--- src/rtl/prio_irq_pkg.sv ---
package prio_irq_pkg;
  // Priority field width is fixed by the configuration word layout.
  localparam int PRIO_W      = 4;
  localparam int CFG_PRIO_LO = 1;
  localparam int CFG_EDGE    = CFG_PRIO_LO + PRIO_W;  // bit 5

  // Word addresses
  localparam int A_MASK     = 0;
  localparam int A_WIN_HOT  = 1;
  localparam int A_WIN_IDX  = 2;
  localparam int A_CTRL     = 3;
  localparam int A_PEND     = 4;
  localparam int A_CFG_BASE = 16;
endpackage

--- src/rtl/prio_irq_pend.sv ---
module prio_irq_pend #(
  parameter int NUM_SRC = 16
) (
  input  logic               clk,
  input  logic               rst,
  input  logic [NUM_SRC-1:0] src_in,
  input  logic [NUM_SRC-1:0] edge_sel,
  input  logic [NUM_SRC-1:0] clr_req,
  output logic [NUM_SRC-1:0] pend
);
  logic [NUM_SRC-1:0] src_q;

  for (genvar i = 0; i < NUM_SRC; i++) begin : g_src
    logic rise;
    assign rise = src_in[i] & ~src_q[i];

    always_ff @(posedge clk) begin
      if (rst) begin
        src_q[i] <= 1'b0;
        pend[i]  <= 1'b0;
      end else begin
        src_q[i] <= src_in[i];
        if (!edge_sel[i])   pend[i] <= src_in[i];
        else if (rise)      pend[i] <= 1'b1;
        else if (clr_req[i]) pend[i] <= 1'b0;
      end
    end

    // a rising edge always leaves an edge source pending
    p_edge_sets_r4: assert property (@(posedge clk) disable iff (rst)
      (edge_sel[i] && src_in[i] && !src_q[i]) |=> pend[i]);
    // a level source tracks its input one edge later
    p_level_follow_r3: assert property (@(posedge clk) disable iff (rst)
      !edge_sel[i] |=> (pend[i] == $past(src_in[i])));
  end
endmodule

--- src/rtl/prio_irq_arb.sv ---
module prio_irq_arb #(
  parameter int NUM_SRC = 16,
  parameter int PRIO_W  = 4,
  localparam int SRC_W  = (NUM_SRC > 1) ? $clog2(NUM_SRC) : 1
) (
  input  logic [NUM_SRC-1:0]             elig,
  input  logic [NUM_SRC-1:0][PRIO_W-1:0] prio,
  output logic                           win_vld,
  output logic [SRC_W-1:0]               win_idx,
  output logic [NUM_SRC-1:0]             win_hot
);
  logic [PRIO_W-1:0] best_p;

  // Strictly-greater compare keeps the lowest index on a tie.
  always_comb begin
    win_vld = 1'b0;
    win_idx = '0;
    best_p  = '0;
    for (int i = 0; i < NUM_SRC; i++) begin
      if (elig[i] && (!win_vld || prio[i] > best_p)) begin
        win_vld = 1'b1;
        win_idx = SRC_W'(i);
        best_p  = prio[i];
      end
    end
    win_hot = win_vld ? (NUM_SRC'(1) << win_idx) : '0;
  end
endmodule

--- src/rtl/prio_irq_regs.sv ---
module prio_irq_regs
  import prio_irq_pkg::*;
#(
  parameter int NUM_SRC = 16,
  parameter int ADDR_W  = 8,
  parameter int DATA_W  = 32,
  localparam int SRC_W  = (NUM_SRC > 1) ? $clog2(NUM_SRC) : 1
) (
  input  logic                           clk,
  input  logic                           rst,
  input  logic                           bus_sel,
  input  logic                           bus_we,
  input  logic [ADDR_W-1:0]              bus_addr,
  input  logic [DATA_W-1:0]              bus_wdata,
  input  logic [NUM_SRC-1:0]             pend,
  input  logic [NUM_SRC-1:0]             win_hot,
  input  logic [SRC_W-1:0]               win_idx,
  input  logic                           agree,
  output logic [NUM_SRC-1:0]             mask_q,
  output logic [NUM_SRC-1:0]             edge_q,
  output logic [NUM_SRC-1:0][PRIO_W-1:0] prio_q,
  output logic                           agree_set,
  output logic                           win_rd,
  output logic [DATA_W-1:0]              bus_rdata
);
  logic wr, rd;
  logic [NUM_SRC-1:0] cfg_hit;
  logic [DATA_W-1:0]  rd_mux;
  logic unused_wdata;

  assign wr = bus_sel & bus_we;
  assign rd = bus_sel & ~bus_we;
  assign unused_wdata = ^bus_wdata;

  assign agree_set = wr && (bus_addr == ADDR_W'(A_CTRL)) && bus_wdata[0];
  assign win_rd    = rd && ((bus_addr == ADDR_W'(A_WIN_HOT)) ||
                            (bus_addr == ADDR_W'(A_WIN_IDX)));

  always_ff @(posedge clk) begin
    if (rst) mask_q <= '1;
    else if (wr && bus_addr == ADDR_W'(A_MASK)) mask_q <= bus_wdata[NUM_SRC-1:0];
  end

  for (genvar i = 0; i < NUM_SRC; i++) begin : g_cfg
    assign cfg_hit[i] = (bus_addr == ADDR_W'(A_CFG_BASE + i));
    always_ff @(posedge clk) begin
      if (rst) begin
        edge_q[i] <= 1'b0;
        prio_q[i] <= '0;
      end else if (wr && cfg_hit[i]) begin
        edge_q[i] <= bus_wdata[CFG_EDGE];
        prio_q[i] <= bus_wdata[CFG_EDGE-1:CFG_PRIO_LO];
      end
    end
  end

  always_comb begin
    rd_mux = '0;
    if (bus_addr == ADDR_W'(A_MASK))    rd_mux = DATA_W'(mask_q);
    if (bus_addr == ADDR_W'(A_WIN_HOT)) rd_mux = DATA_W'(win_hot);
    if (bus_addr == ADDR_W'(A_WIN_IDX)) rd_mux = DATA_W'(win_idx);
    if (bus_addr == ADDR_W'(A_CTRL))    rd_mux = DATA_W'(agree);
    if (bus_addr == ADDR_W'(A_PEND))    rd_mux = DATA_W'(pend);
    for (int i = 0; i < NUM_SRC; i++) begin
      if (cfg_hit[i]) rd_mux = DATA_W'({edge_q[i], prio_q[i], 1'b0});
    end
  end

  always_ff @(posedge clk) begin
    if (rst)     bus_rdata <= '0;
    else if (rd) bus_rdata <= rd_mux;
  end

  // read data is not disturbed by writes or idle cycles
  p_rdata_hold_r10: assert property (@(posedge clk) disable iff (rst)
    !$past(rd) |-> $stable(bus_rdata));
endmodule

--- src/rtl/prio_irq_ctrl.sv ---
module prio_irq_ctrl
  import prio_irq_pkg::*;
#(
  parameter int NUM_SRC = 16,
  parameter int ADDR_W  = 8,
  parameter int DATA_W  = 32,
  localparam int SRC_W  = (NUM_SRC > 1) ? $clog2(NUM_SRC) : 1
) (
  input  logic               clk,
  input  logic               rst,
  input  logic [NUM_SRC-1:0] src_in,
  input  logic               bus_sel,
  input  logic               bus_we,
  input  logic [ADDR_W-1:0]  bus_addr,
  input  logic [DATA_W-1:0]  bus_wdata,
  output logic [DATA_W-1:0]  bus_rdata,
  output logic               irq_o
);
  logic [NUM_SRC-1:0]             pend, mask_q, edge_q, clr_req, win_hot, hot_q;
  logic [NUM_SRC-1:0][PRIO_W-1:0] prio_q;
  logic [SRC_W-1:0]               win_idx, idx_q;
  logic                           win_vld, agree_q, agree_set, win_rd, release_ok;

  prio_irq_regs #(.NUM_SRC(NUM_SRC), .ADDR_W(ADDR_W), .DATA_W(DATA_W)) u_regs (
    .clk, .rst, .bus_sel, .bus_we, .bus_addr, .bus_wdata,
    .pend, .win_hot(hot_q), .win_idx(idx_q), .agree(agree_q),
    .mask_q, .edge_q, .prio_q, .agree_set, .win_rd, .bus_rdata);

  prio_irq_pend #(.NUM_SRC(NUM_SRC)) u_pend (
    .clk, .rst, .src_in, .edge_sel(edge_q), .clr_req, .pend);

  prio_irq_arb #(.NUM_SRC(NUM_SRC), .PRIO_W(PRIO_W)) u_arb (
    .elig(pend & ~mask_q), .prio(prio_q), .win_vld, .win_idx, .win_hot);

  // Only the published edge winner is cleared by a winner-word read.
  assign clr_req    = (win_rd && irq_o) ? (hot_q & edge_q) : '0;
  assign release_ok = agree_q && irq_o && ((hot_q & pend & ~mask_q) == '0);

  always_ff @(posedge clk) begin
    if (rst) begin
      irq_o   <= 1'b0;
      hot_q   <= '0;
      idx_q   <= '0;
      agree_q <= 1'b0;
    end else begin
      if (agree_set)                          agree_q <= 1'b1;
      else if (agree_q && (!irq_o || release_ok)) agree_q <= 1'b0;

      if (irq_o) begin
        if (release_ok) begin
          irq_o <= 1'b0;
          hot_q <= '0;
          idx_q <= '0;
        end
      end else if (win_vld) begin
        irq_o <= 1'b1;
        hot_q <= win_hot;
        idx_q <= win_idx;
      end
    end
  end

  // a held request publishes exactly one source
  p_one_winner_r5: assert property (@(posedge clk) disable iff (rst)
    irq_o |-> ($countones(hot_q) == 1));
  // winner words frozen while the request is held
  p_frozen_r6: assert property (@(posedge clk) disable iff (rst)
    (irq_o && $past(irq_o)) |-> ($stable(hot_q) && $stable(idx_q)));
  // the output only falls through the agreement bit
  p_fall_agree_r7: assert property (@(posedge clk) disable iff (rst)
    $fell(irq_o) |-> ($past(agree_q) && hot_q == '0));
  // an idle agreement bit clears itself
  p_agree_clear_r8: assert property (@(posedge clk) disable iff (rst)
    (agree_q && !irq_o && !agree_set) |=> !agree_q);
  // a masked source never wins
  p_no_masked_r9: assert property (@(posedge clk) disable iff (rst)
    $rose(irq_o) |-> (($past(mask_q) & hot_q) == '0));
endmodule

--- config.mk ---
export PLATFORM = sky130hd
export DESIGN_NAME = prio_irq_ctrl
export DESIGN_NICKNAME = d
export VERILOG_FILES = /design/src/rtl/prio_irq_pkg.sv /design/src/rtl/prio_irq_pend.sv /design/src/rtl/prio_irq_arb.sv /design/src/rtl/prio_irq_regs.sv /design/src/rtl/prio_irq_ctrl.sv
export SDC_FILE = /design/constraint.sdc
export NUM_CORES = 1
export LEC_CHECK = 0
export ABC_AREA = 1
export BUFFER_PORTS_ARGS = -buffer_cell sky130_fd_sc_hd__buf_4
export CAP_MARGIN = 5
export CORE_ASPECT_RATIO = 1.1
export CORE_UTILIZATION = 30
export CTS_BUF_LIST = sky130_fd_sc_hd__clkbuf_16
export CTS_CLUSTER_DIAMETER = 100
export DETAILED_ROUTE_END_ITERATION = 10
export RECOVER_POWER = 25
export SYNTH_ARGS = -nofsm -noshare
export SYNTH_HDL_FRONTEND = slang
export SYNTH_SLANG_ARGS = --single-unit
--- constraint.sdc ---
create_clock -name clk -period 31.9 [get_ports clk]
set_input_delay 6.38 -clock clk [delete_from_list [all_inputs] [get_ports clk]]
set_output_delay 6.38 -clock clk [all_outputs]
set_load 0.05 [all_outputs]
==> out/metrics.yaml <==
syn_area_sq_um: 9923
clk_pin_slew_worst_paths_ps: 60
max-cap-violations: 1
cts_sinks: 166
hpwl_mm: 22.40
final_max_slew_viol_count: 70
stdcell_count: 1950
cts_tree: "yes"
syn_area_per_cell_sq_um: 6.755
slew_headroom_pct: -120.7
timing.critical_path.slowest_cell_delay_ps: 370
vias_per_cell: 4.994
cts_resized: 0
ys_ff_latch: 166
netlist-cell-type-count: 44
io_pins: 93
initial_utilization_pct: 30.57
vdd_ir_drop_max_v: 0.00002568
wirelength_mm: 29.33
post_cts_buffers: 0
htreeDepth: 4
violations: "max-capacitance violations, max-slew violations"
synth_top_area_share_pct: 33.49
synth_most_common_cell: "nand2_1"
postCtsHoldBufs: 0
status: "finished, violations left"
grt_overflow: 0
cts.path.max_buffers: 2
drtIter0Drc: 598
core_area_sq_um: 32460
cpMostUsedCell: "nand2_1"
routedWlPerCell_um: 15.04
place_congestion: 0.8676
crit_type: "register to register"
cp_max_fo: 13
ys.flop_type: "dfxtp_1"
synth_edf_count: 0
utilization_pct: 34.60
hp-class: "register to register"
syn_to_final_growth_pct: 13.19
die_w_um: 175.4
drtAntennaViolNets: 0
ys_warn_count: 0
insertion_delay_ps: 440
grt_pass1_vias: 8955
rows: 69
crit_slowest_cell: "dfxtp_1"
required_ps: 32220
async_flop_share_pct: 0
fin_nets: 1623
crit_path_end_kind: "register"
drive_gt1_share_pct: 8.465
yosysSeqAreaShare_pct: 33.49
grt_max_degree: 70
grt_pass1_wl_mm: 46.53
powerDensity_nw_per_um2: 39.66
p_leak_nw: 4.611
period_share_pct: 59.73
startpoint_type: "register"
yosys.area.top_type: "dfxtp_1"
placedCellCount: 1918
p_total_uw: 445.4
period_needed_ps: 19050
rsz0062_at_grt: "no"
worst-r2r-setup-slack_ps: 12850
setup_tns_ps: 0
dieArea_sq_um: 33810
finalSetupViolCount: 0
finalHoldViolations: 0
vias: 9738
crit_arrival_ps: 19380
cts_root_buf: "clkbuf_16"
worst_hold_slack_ps: 466.6
synth_common_cells: "nand2_1, inv_1, dfxtp_1, a21oi_1, o21ai_0"
io_buffers: 60
antenna_found_initial: 0
fin_worst_skew_ps: 11.27
fmax_ghz: 0.05248
die_y_um: 192.8
syn_inst: 1469
cts_buffers: 17
fillerInstances: 3594
route.detailed.drc: 0
yosys-top-cells-area: "dfxtp_1, nand2_1, inv_1"
dr.pass1.iters: 5
track_usage_pct: 17.59
tightest_slew_ps: 3311
antenna_cells: 0
## flip-flops by register name, summed over array words and instances (netlist names)
signal	count
u_regs.prio_q	64
agree_q	1
u_pend.pend	16
hot_q	16
idx_q	4
u_regs.edge_q	16
u_regs.bus_rdata	16
u_regs.mask_q	16
u_pend.src_q	16
irq_o	1
## worst max-delay path: cells and delay by family, from the launching register on
family,cells,cell delay [ps]
flops,1,370
fa+ha+maj,15,4630
simple gates,86,8040
buf+inv,18,1120
compound gates,34,4670
## power breakdown
group | leakage (nW) | switching (mW) | internal [mW]
combinational | 2.97 | 0.0191 | 0.00688
sequential | 1.35 | 0.00128 | 0.210
clock | 0.292 | 0.0863 | 0.122
## worst paths after layout
path | startpoint | to | depth (start not counted)
hold reg to reg | u_regs.bus_rdata[13] | u_regs.bus_rdata[13] | 2
hold / removal | u_regs.bus_rdata[13] | u_regs.bus_rdata[13] | 2
setup / recovery | u_pend.pend[0] | hot_q[6] | 153
setup reg to reg | u_pend.pend[0] | hot_q[6] | 153
## placed cells by master (no fill, tap or decap), drive strengths merged
| master | Yosys | layout |
|---|---|---|
| or3 | 1 | 1 |
| a32oi | 1 | 1 |
| nor2 | 98 | 98 |
| o22ai | 4 | 4 |
| ha | 52 | 52 |
| a221oi | 4 | 4 |
| clkbuf | 37 | 39 |
| o21ai | 138 | 138 |
| dfxtp | 166 | 166 |
| nand3b | 1 | 1 |
| o31ai | 1 | 1 |
| o2111ai | 24 | 24 |
| a211oi | 3 | 3 |
| a2111oi | 4 | 4 |
| o21bai | 10 | 10 |
| or4 | 1 | 1 |
| clkinv | 3 | 5 |
| nor3 | 15 | 15 |
| and2 | 3 | 3 |
| bufinv | 0 | 3 |
| a21oi | 144 | 144 |
| buf | 20 | 43 |
| o211ai | 10 | 10 |
| a21boi | 1 | 1 |
| inv | 227 | 233 |
| nand2 | 351 | 351 |
| conb | 1 | 16 |
| nand3 | 90 | 90 |
| o2bb2ai | 5 | 5 |
| a22oi | 4 | 4 |
| clkinvlp | 0 | 4 |
| a31oi | 3 | 3 |
| o221ai | 17 | 17 |
| nand4 | 30 | 30 |
## logic make-up after synthesis
logic type	Yosys count	synth area share, %
and+or+nand+nor	590	26.31
AOI/OAI and AO/OA	373	21.98
buffers and inverters	287	11.63
DFF	166	33.49
adders and majority gates	52	6.557
other	1	0.03779
## routing by layer
| layer | track usage, % | vias to the layer above | wire length (um) |
|---|---|---|---|
| met5 | 0 | - | 0 |
| met4 | 6.656 | 0 | 724 |
| met3 | 2.226 | 45 | 1270 |
| met2 | 30.34 | 283 | 14040 |
| met1 | 22.29 | 4441 | 13290 |
| li1 | - | 4969 | - |
## area by class of cell
| class | instances | area (sq um) | area share [%] |
|---|---|---|---|
| Clock buffer | 17 | 425.4 | 3.787 |
| Clock inverter | 15 | 165.2 | 1.470 |
| Tap cell | 426 | 533.0 | 4.745 |
| Sequential cell | 166 | 3323 | 29.59 |
| Timing Repair Buffer | 65 | 416.7 | 3.709 |
| Inverter | 230 | 865.8 | 7.709 |
| Multi-Input combinational cell | 1031 | 5503 | 48.99 |
## stage by stage
stage                     cell area [sq um]  setup WS (ps)
after CTS                             11300          12980
after detailed placement              10710          13070
final                                 11230          12850
after global routing                  11230          10570
after floorplan                        9980          15650
after global placement                10710          13380
(Power assumes the default switching activity.)
